File: src/rtl/ptw_pkg.sv
package ptw_pkg;

  typedef enum logic [2:0] {
    ST_IDLE    = 3'd0,
    ST_READ_L1 = 3'd1,
    ST_WAIT_L1 = 3'd2,
    ST_READ_L2 = 3'd3,
    ST_WAIT_L2 = 3'd4,
    ST_RESPOND = 3'd5
  } walk_state_e;

endpackage

File: src/rtl/ptw_vpn_split.sv
module ptw_vpn_split #(
  parameter int IDX1_W = 5,
  parameter int IDX2_W = 5,
  localparam int VPN_W = IDX1_W + IDX2_W
) (
  input  logic [VPN_W-1:0]  vpn,
  output logic [IDX1_W-1:0] idx_dir,
  output logic [IDX2_W-1:0] idx_leaf
);

  // upper field selects the directory slot, lower field the leaf slot
  assign idx_dir  = vpn[VPN_W-1 -: IDX1_W];
  assign idx_leaf = vpn[IDX2_W-1:0];

endmodule

File: src/rtl/ptw_pte_decode.sv
module ptw_pte_decode #(
  parameter int ENT_W   = 16,
  parameter int MADDR_W = 16,
  parameter int FRAME_W = 6
) (
  input  logic [ENT_W-1:0]   entry,
  output logic               dir_valid,
  output logic [MADDR_W-1:0] dir_base,
  output logic               leaf_present,
  output logic               leaf_dirty,
  output logic               leaf_ref,
  output logic [FRAME_W-1:0] leaf_frame
);

  localparam int BASE_W = ENT_W - 1;

  // directory view: top bit valid, everything below is the table base
  assign dir_valid = entry[ENT_W-1];

  generate
    if (BASE_W >= MADDR_W) begin : g_base_trunc
      assign dir_base = entry[MADDR_W-1:0];
    end else begin : g_base_ext
      assign dir_base = {{(MADDR_W-BASE_W){1'b0}}, entry[BASE_W-1:0]};
    end
  endgenerate

  // leaf view: resident, dirty, reference in the three top bits
  assign leaf_present = entry[ENT_W-1];
  assign leaf_dirty   = entry[ENT_W-2];
  assign leaf_ref     = entry[ENT_W-3];
  assign leaf_frame   = entry[FRAME_W-1:0];

endmodule

File: src/rtl/ptw_walk_ctrl.sv
module ptw_walk_ctrl
  import ptw_pkg::*;
#(
  parameter int IDX1_W  = 5,
  parameter int IDX2_W  = 5,
  parameter int MADDR_W = 16,
  parameter int FRAME_W = 6
) (
  input  logic               clk,
  input  logic               rst,
  input  logic               req_valid,
  output logic               req_ready,
  input  logic [MADDR_W-1:0] pt_base,
  input  logic [IDX1_W-1:0]  idx_dir,
  input  logic [IDX2_W-1:0]  idx_leaf,
  output logic               mem_rd_en,
  output logic [MADDR_W-1:0] mem_rd_addr,
  input  logic               dir_valid,
  input  logic [MADDR_W-1:0] dir_base,
  input  logic               leaf_present,
  input  logic               leaf_dirty,
  input  logic               leaf_ref,
  input  logic [FRAME_W-1:0] leaf_frame,
  output logic               rsp_done,
  output logic               rsp_fault,
  output logic [FRAME_W-1:0] rsp_frame,
  output logic               rsp_dirty,
  output logic               rsp_ref
);

  walk_state_e       state_q;
  logic [IDX2_W-1:0] leaf_idx_q;

  assign req_ready = (state_q == ST_IDLE);

  always_ff @(posedge clk) begin
    if (rst) begin
      state_q     <= ST_IDLE;
      leaf_idx_q  <= '0;
      mem_rd_en   <= 1'b0;
      mem_rd_addr <= '0;
      rsp_done    <= 1'b0;
      rsp_fault   <= 1'b0;
      rsp_frame   <= '0;
      rsp_dirty   <= 1'b0;
      rsp_ref     <= 1'b0;
    end else begin
      mem_rd_en <= 1'b0;
      rsp_done  <= 1'b0;
      case (state_q)
        ST_IDLE: begin
          if (req_valid) begin
            leaf_idx_q  <= idx_leaf;
            mem_rd_en   <= 1'b1;
            mem_rd_addr <= pt_base + MADDR_W'(idx_dir);
            state_q     <= ST_READ_L1;
          end
        end
        ST_READ_L1: state_q <= ST_WAIT_L1;
        ST_WAIT_L1: begin
          if (dir_valid) begin
            mem_rd_en   <= 1'b1;
            mem_rd_addr <= dir_base + MADDR_W'(leaf_idx_q);
            state_q     <= ST_READ_L2;
          end else begin
            rsp_done  <= 1'b1;
            rsp_fault <= 1'b1;
            rsp_frame <= '0;
            rsp_dirty <= 1'b0;
            rsp_ref   <= 1'b0;
            state_q   <= ST_RESPOND;
          end
        end
        ST_READ_L2: state_q <= ST_WAIT_L2;
        ST_WAIT_L2: begin
          rsp_done <= 1'b1;
          state_q  <= ST_RESPOND;
          if (leaf_present) begin
            rsp_fault <= 1'b0;
            rsp_frame <= leaf_frame;
            rsp_dirty <= leaf_dirty;
            rsp_ref   <= leaf_ref;
          end else begin
            rsp_fault <= 1'b1;
            rsp_frame <= '0;
            rsp_dirty <= 1'b0;
            rsp_ref   <= 1'b0;
          end
        end
        ST_RESPOND: state_q <= ST_IDLE;
        default:    state_q <= ST_IDLE;
      endcase
    end
  end


  accept_issues_read_chk: assert property (@(posedge clk) disable iff (rst)
    (req_valid && req_ready) |=> (mem_rd_en && !req_ready));


  rd_spacing_chk: assert property (@(posedge clk) disable iff (rst)
    mem_rd_en |=> !mem_rd_en);


  second_read_chk: assert property (@(posedge clk) disable iff (rst)
    (state_q == ST_WAIT_L1 && dir_valid) |=> mem_rd_en);


  dir_fault_chk: assert property (@(posedge clk) disable iff (rst)
    (state_q == ST_WAIT_L1 && !dir_valid) |=> (rsp_done && rsp_fault && !mem_rd_en));


  fault_clean_chk: assert property (@(posedge clk) disable iff (rst)
    (rsp_done && rsp_fault) |-> (rsp_frame == '0 && !rsp_dirty && !rsp_ref));


  done_pulse_chk: assert property (@(posedge clk) disable iff (rst)
    rsp_done |=> (!rsp_done && req_ready));


  busy_no_read_chk: assert property (@(posedge clk) disable iff (rst)
    (rsp_done || state_q == ST_READ_L2) |=> !mem_rd_en);

endmodule

File: src/rtl/ptw_walker.sv
module ptw_walker #(
  parameter int IDX1_W  = 5,
  parameter int IDX2_W  = 5,
  parameter int ENT_W   = 16,
  parameter int MADDR_W = 16,
  parameter int FRAME_W = 6,
  localparam int VPN_W  = IDX1_W + IDX2_W
) (
  input  logic               clk,
  input  logic               rst,
  input  logic               req_valid,
  output logic               req_ready,
  input  logic [VPN_W-1:0]   req_vpn,
  input  logic [MADDR_W-1:0] pt_base,
  output logic               mem_rd_en,
  output logic [MADDR_W-1:0] mem_rd_addr,
  input  logic [ENT_W-1:0]   mem_rd_data,
  output logic               rsp_done,
  output logic               rsp_fault,
  output logic [FRAME_W-1:0] rsp_frame,
  output logic               rsp_dirty,
  output logic               rsp_ref
);

  logic [IDX1_W-1:0]  idx_dir;
  logic [IDX2_W-1:0]  idx_leaf;
  logic               dir_valid;
  logic [MADDR_W-1:0] dir_base;
  logic               leaf_present;
  logic               leaf_dirty;
  logic               leaf_ref;
  logic [FRAME_W-1:0] leaf_frame;

  ptw_vpn_split #(
    .IDX1_W(IDX1_W),
    .IDX2_W(IDX2_W)
  ) split_i (
    .vpn     (req_vpn),
    .idx_dir (idx_dir),
    .idx_leaf(idx_leaf)
  );

  ptw_pte_decode #(
    .ENT_W  (ENT_W),
    .MADDR_W(MADDR_W),
    .FRAME_W(FRAME_W)
  ) decode_i (
    .entry       (mem_rd_data),
    .dir_valid   (dir_valid),
    .dir_base    (dir_base),
    .leaf_present(leaf_present),
    .leaf_dirty  (leaf_dirty),
    .leaf_ref    (leaf_ref),
    .leaf_frame  (leaf_frame)
  );

  ptw_walk_ctrl #(
    .IDX1_W (IDX1_W),
    .IDX2_W (IDX2_W),
    .MADDR_W(MADDR_W),
    .FRAME_W(FRAME_W)
  ) ctrl_i (
    .clk         (clk),
    .rst         (rst),
    .req_valid   (req_valid),
    .req_ready   (req_ready),
    .pt_base     (pt_base),
    .idx_dir     (idx_dir),
    .idx_leaf    (idx_leaf),
    .mem_rd_en   (mem_rd_en),
    .mem_rd_addr (mem_rd_addr),
    .dir_valid   (dir_valid),
    .dir_base    (dir_base),
    .leaf_present(leaf_present),
    .leaf_dirty  (leaf_dirty),
    .leaf_ref    (leaf_ref),
    .leaf_frame  (leaf_frame),
    .rsp_done    (rsp_done),
    .rsp_fault   (rsp_fault),
    .rsp_frame   (rsp_frame),
    .rsp_dirty   (rsp_dirty),
    .rsp_ref     (rsp_ref)
  );

endmodule

File: config.mk
export PLATFORM = sky130hd
export DESIGN_NAME = ptw_walker
export DESIGN_NICKNAME = d
export VERILOG_FILES = /design/src/rtl/ptw_pkg.sv /design/src/rtl/ptw_vpn_split.sv /design/src/rtl/ptw_pte_decode.sv /design/src/rtl/ptw_walk_ctrl.sv /design/src/rtl/ptw_walker.sv
export SDC_FILE = /design/constraint.sdc
export NUM_CORES = 1
export LEC_CHECK = 0
export BUFFER_PORTS_ARGS = -buffer_cell sky130_fd_sc_hd__buf_2
export CAP_MARGIN = 20
export CORE_MARGIN = 2
export CORE_UTILIZATION = 49
export CTS_BUF_LIST = sky130_fd_sc_hd__clkbuf_4
export DETAILED_ROUTE_END_ITERATION = 6
export PLACE_DENSITY = 0.75
export SLEW_MARGIN = 10
export SYNTH_ARGS = -nofsm -noshare
export SYNTH_HDL_FRONTEND = slang
export SYNTH_HIERARCHICAL = 1
export SYNTH_SLANG_ARGS = --single-unit
File: constraint.sdc
create_clock -name clk -period 4.91 [get_ports clk]
set_input_delay 0.7365 -clock clk [delete_from_list [all_inputs] [get_ports clk]]
set_output_delay 0.7365 -clock clk [all_outputs]
set_load 0.1 [all_outputs]
==> summary.md <==
| Metric | Value |
|---|---|
| DRT Pass-1 Iters | `4` |
| Sequential fraction of the synthesis area | `27.2%` |
| Setup crit start kind | `flip-flop` |
| Worst Max-Slew Pin Slew | `775 ps` |
| Net Count, Synth | `368` |
| Clk pwr share | `19.9%` |
| CP Capture Type | `output port` |
| DR vias/cell | `5.37` |
| Max incr delay on CP | `510 ps` |
| Flop-to-flop setup slack | `2830 ps` |
| Flop pwr share | `39.1%` |
| Global-route wire length before repair | `9.09 mm` |
| Vias in the first global route | `1952` |
| Clock root buffer | `clkbuf_4` |
| Sink Count | `35` |
| Post-CTS sizing | `0` |
| Post-CTS Hold Buffers | `0` |
| Layout Skew | `7.46 ps` |
| Clock buffer depth | `2` |
| Top Ports | `73` |
| Seq cells post-synth | `35` |
| Synthesized instance count | `311` |
| DRT iter0 DRCs | `107` |
| Synth async-reset ratio | `0%` |
| Min-Delay Path Depth | `2` |
| Setup TNS | `0 ps` |
| Crit Path Max Fanout | `9` |
| Total track usage | `19.2%` |
| Buf/Inv on CP | `1` |
| Internal cell power | `0.459 mW` |
| Die Ht | `76.5 um` |
| Final critical-path share of the clock period | `49.2%` |
| CTS tree | `built` |
| Peak VDD IR | `136 uV` |
| Setup Buffers After CTS | `0` |
| I/O Buffers | `72` |
| Total gr overflow | `0` |
| Avg Inst Size Synth | `8.27 sq um` |
| Power per cell area | `305 nW/um^2` |
| Comb pwr share | `41.0%` |
| Most common cell after layout, fill and taps aside | `buf_2` |
| Post-route minimum period | `2420 ps` |
| R2r endpoint | `ctrl_i/mem_rd_addr[8]` |
| Crit path required time | `4170 ps` |
| Worst slew margin | `48.3%` |
| Final wirelength | `5.46 mm` |
| Endpoint, Worst Hold | `ctrl_i/rsp_fault` |
| Main synth FF type | `dfxtp_1` |
| Antenna Cells | `0` |
| Post-route DRC | `0` |
| Detail Route Antenna Nets | `0` |
| Antenna violations before repair | `0` |
| TritonCTS Buffers | `5` |
| Status | `complete, no violations` |
| Routed vias | `2202` |
| Crit path DAT | `1680 ps` |
| Hold path startpoint | `ctrl_i/rsp_fault` |
| Core Region | `5070 sq um` |
| Most frequent cells in the layout | `72 x buf_2, 38 x nand2_1, 35 x dfxtp_1` |
| Clk slew on worst S/H paths | `100 ps` |
| Core Rows | `26` |
| RR Startpoint | `ctrl_i/leaf_idx_q[0]` |
| Crit path cell chain | `nor3_4 -> buf_2` |
| Net Sw Power | `0.365 mW` |
| Max stage delay cell, worst path | `buf_2` |
| YS warnings | `6` |
| DP HPWL | `4.18 mm` |
| Non-Filler Instances | `410` |
| Post-DR wirelength/cell | `13.3 um` |
| Final Cell Area | `2700 sq um` |
| Hold crit path type | `reg -> reg` |
| Fin util | `53.3%` |
| FILL cells | `524` |
| Family with the most delay on the worst path | `buffers and inverters` |
| Largest net degree at the start of global routing | `37` |
| Critical path depth in cells | `2` |
| Net Sw Frac | `44.3%` |
| Multi-input gate area | `1490 sq um` |
| Area growth syn-to-layout | `5.11%` |
| Worst Path Class, Setup | `reg -> out` |
| Inst Count DP | `402` |
| Leakage | `1.19 nW` |
| Max Slew Vio Count | `0` |
| Placed Area | `2650 sq um` |
| Layout cells sized above 1 | `27.9%` |
| Fmax | `0.414 GHz` |
| Layout net count | `396` |
| Crit path from | `ctrl_i/state_q[2]` |
| CTS HTree Levels | `2` |
| Worst-skew pair later-pin latency | `350 ps` |
| Hold Fails Final Rpt | `0` |
| Full die area | `5850 sq um` |
| Setup Viol. Count Final | `0` |
| Synthesized area | `2570 sq um` |
| Worst r2r path cells | `8` |
| GPL Wtd Cong | `0.830` |
| Max cap viols | `0` |
| Initial core utilization | `50.7%` |
| Sequential cell area | `701 sq um` |
| DIE WIDTH | `76.5 um` |
| Unique masters post-synth | `50` |
| RSZ-0062 raised after global routing | `no` |
| Number of synthesized flops with an enable pin | `0` |
| Hold_ws | `471 ps` |
kinds of logic (layout without fill, tap and decap cells):
kind of cell               Yosys count  count (layout)  synth area share, %
buffers and inverters               54              83                 15.0
and+or+nand+nor                    117             117                 23.1
AOI/OAI and AO/OA                   66              66                 19.2
adders and majority gates           12              12                 6.42
xor gates and xnor gates            24              24                 8.17
other                                1               1                0.146
muxes                                2               2                0.827
DFF                                 35              35                 27.2
registers in the layout, summed over array words and instances (netlist names):
| register | flops |
|---|---|
| ctrl_i/rsp_frame | 6 |
| ctrl_i/rsp_fault | 1 |
| ctrl_i/mem_rd_en | 1 |
| ctrl_i/leaf_idx_q | 5 |
| ctrl_i/mem_rd_addr | 16 |
| ctrl_i/rsp_dirty | 1 |
| ctrl_i/rsp_done | 1 |
| ctrl_i/rsp_ref | 1 |
| ctrl_i/state_q | 3 |
power by group through the flow:
stage	clock network, mW	registers [mW]	logic [mW]
after floorplan	0	0.456	0.170
after global placement	0	0.328	0.335
after detailed placement	0	0.329	0.337
after CTS	0.168	0.323	0.338
after global routing	0.179	0.325	0.362
final	0.164	0.322	0.338
cell usage after synthesis, drive strengths merged (4+ instances only):
cell type / n / area (sq um)
and3: 5 / 31.3
nor4: 4 / 37.5
xor2: 12 / 105
a22oi: 8 / 60.1
nand2: 38 / 143
dfxtp: 35 / 701
nor3: 6 / 41.3
clkbuf: 4 / 15.0
ha: 10 / 125
a31o: 4 / 35.0
nand3: 14 / 70.1
a21oi: 21 / 113
nand4: 8 / 65.1
a211oi: 7 / 62.6
xnor2: 12 / 105
o21ai: 6 / 30.0
nor2: 28 / 105
a311oi: 4 / 53.8
buf: 47 / 359
nor3b: 4 / 30.0
a21o: 6 / 45.0
layout make-up:
class	instances	share of cell area, %
multi-input cells	222	55.0
flip-flops and latches	35	25.9
repair buffers	72	13.3
well taps	70	3.24
clock buffers	7	1.94
inverters	3	0.416
clock inverters	1	0.185
through the flow:
| step | setup WS [ps] | power [mW] |
|---|---|---|
| global route | 2390 | 0.866 |
| finish | 2490 | 0.824 |
| CTS | 2470 | 0.829 |
| detailed placement | 2250 | 0.666 |
| floorplan | 2410 | 0.626 |
| global placement | 2280 | 0.663 |
per-layer routing:
metal	GRT usage (%)	vias up	wire [um]
li1	-	1116	-
met1	25.6	1001	2590
met2	30.9	79	2400
met3	4.03	6	397
met4	6.55	0	80
met5	0	-	0
tightest hold or removal path: stages (launching register included):
cell      delay, ps
dfxtp_1         320
inv_1            50
a211oi_1         60
worst max path at each step:
stage / end / slack, ps
floorplan: ctrl_i/mem_rd_addr[8] / 2410
global placement: ctrl_i/mem_rd_addr[8] / 2280
detailed placement: ctrl_i/mem_rd_addr[8] / 2250
CTS: req_ready / 2470
global route: req_ready / 2390
finish: req_ready / 2490
Note: power is estimated with default switching activity, not from simulation.
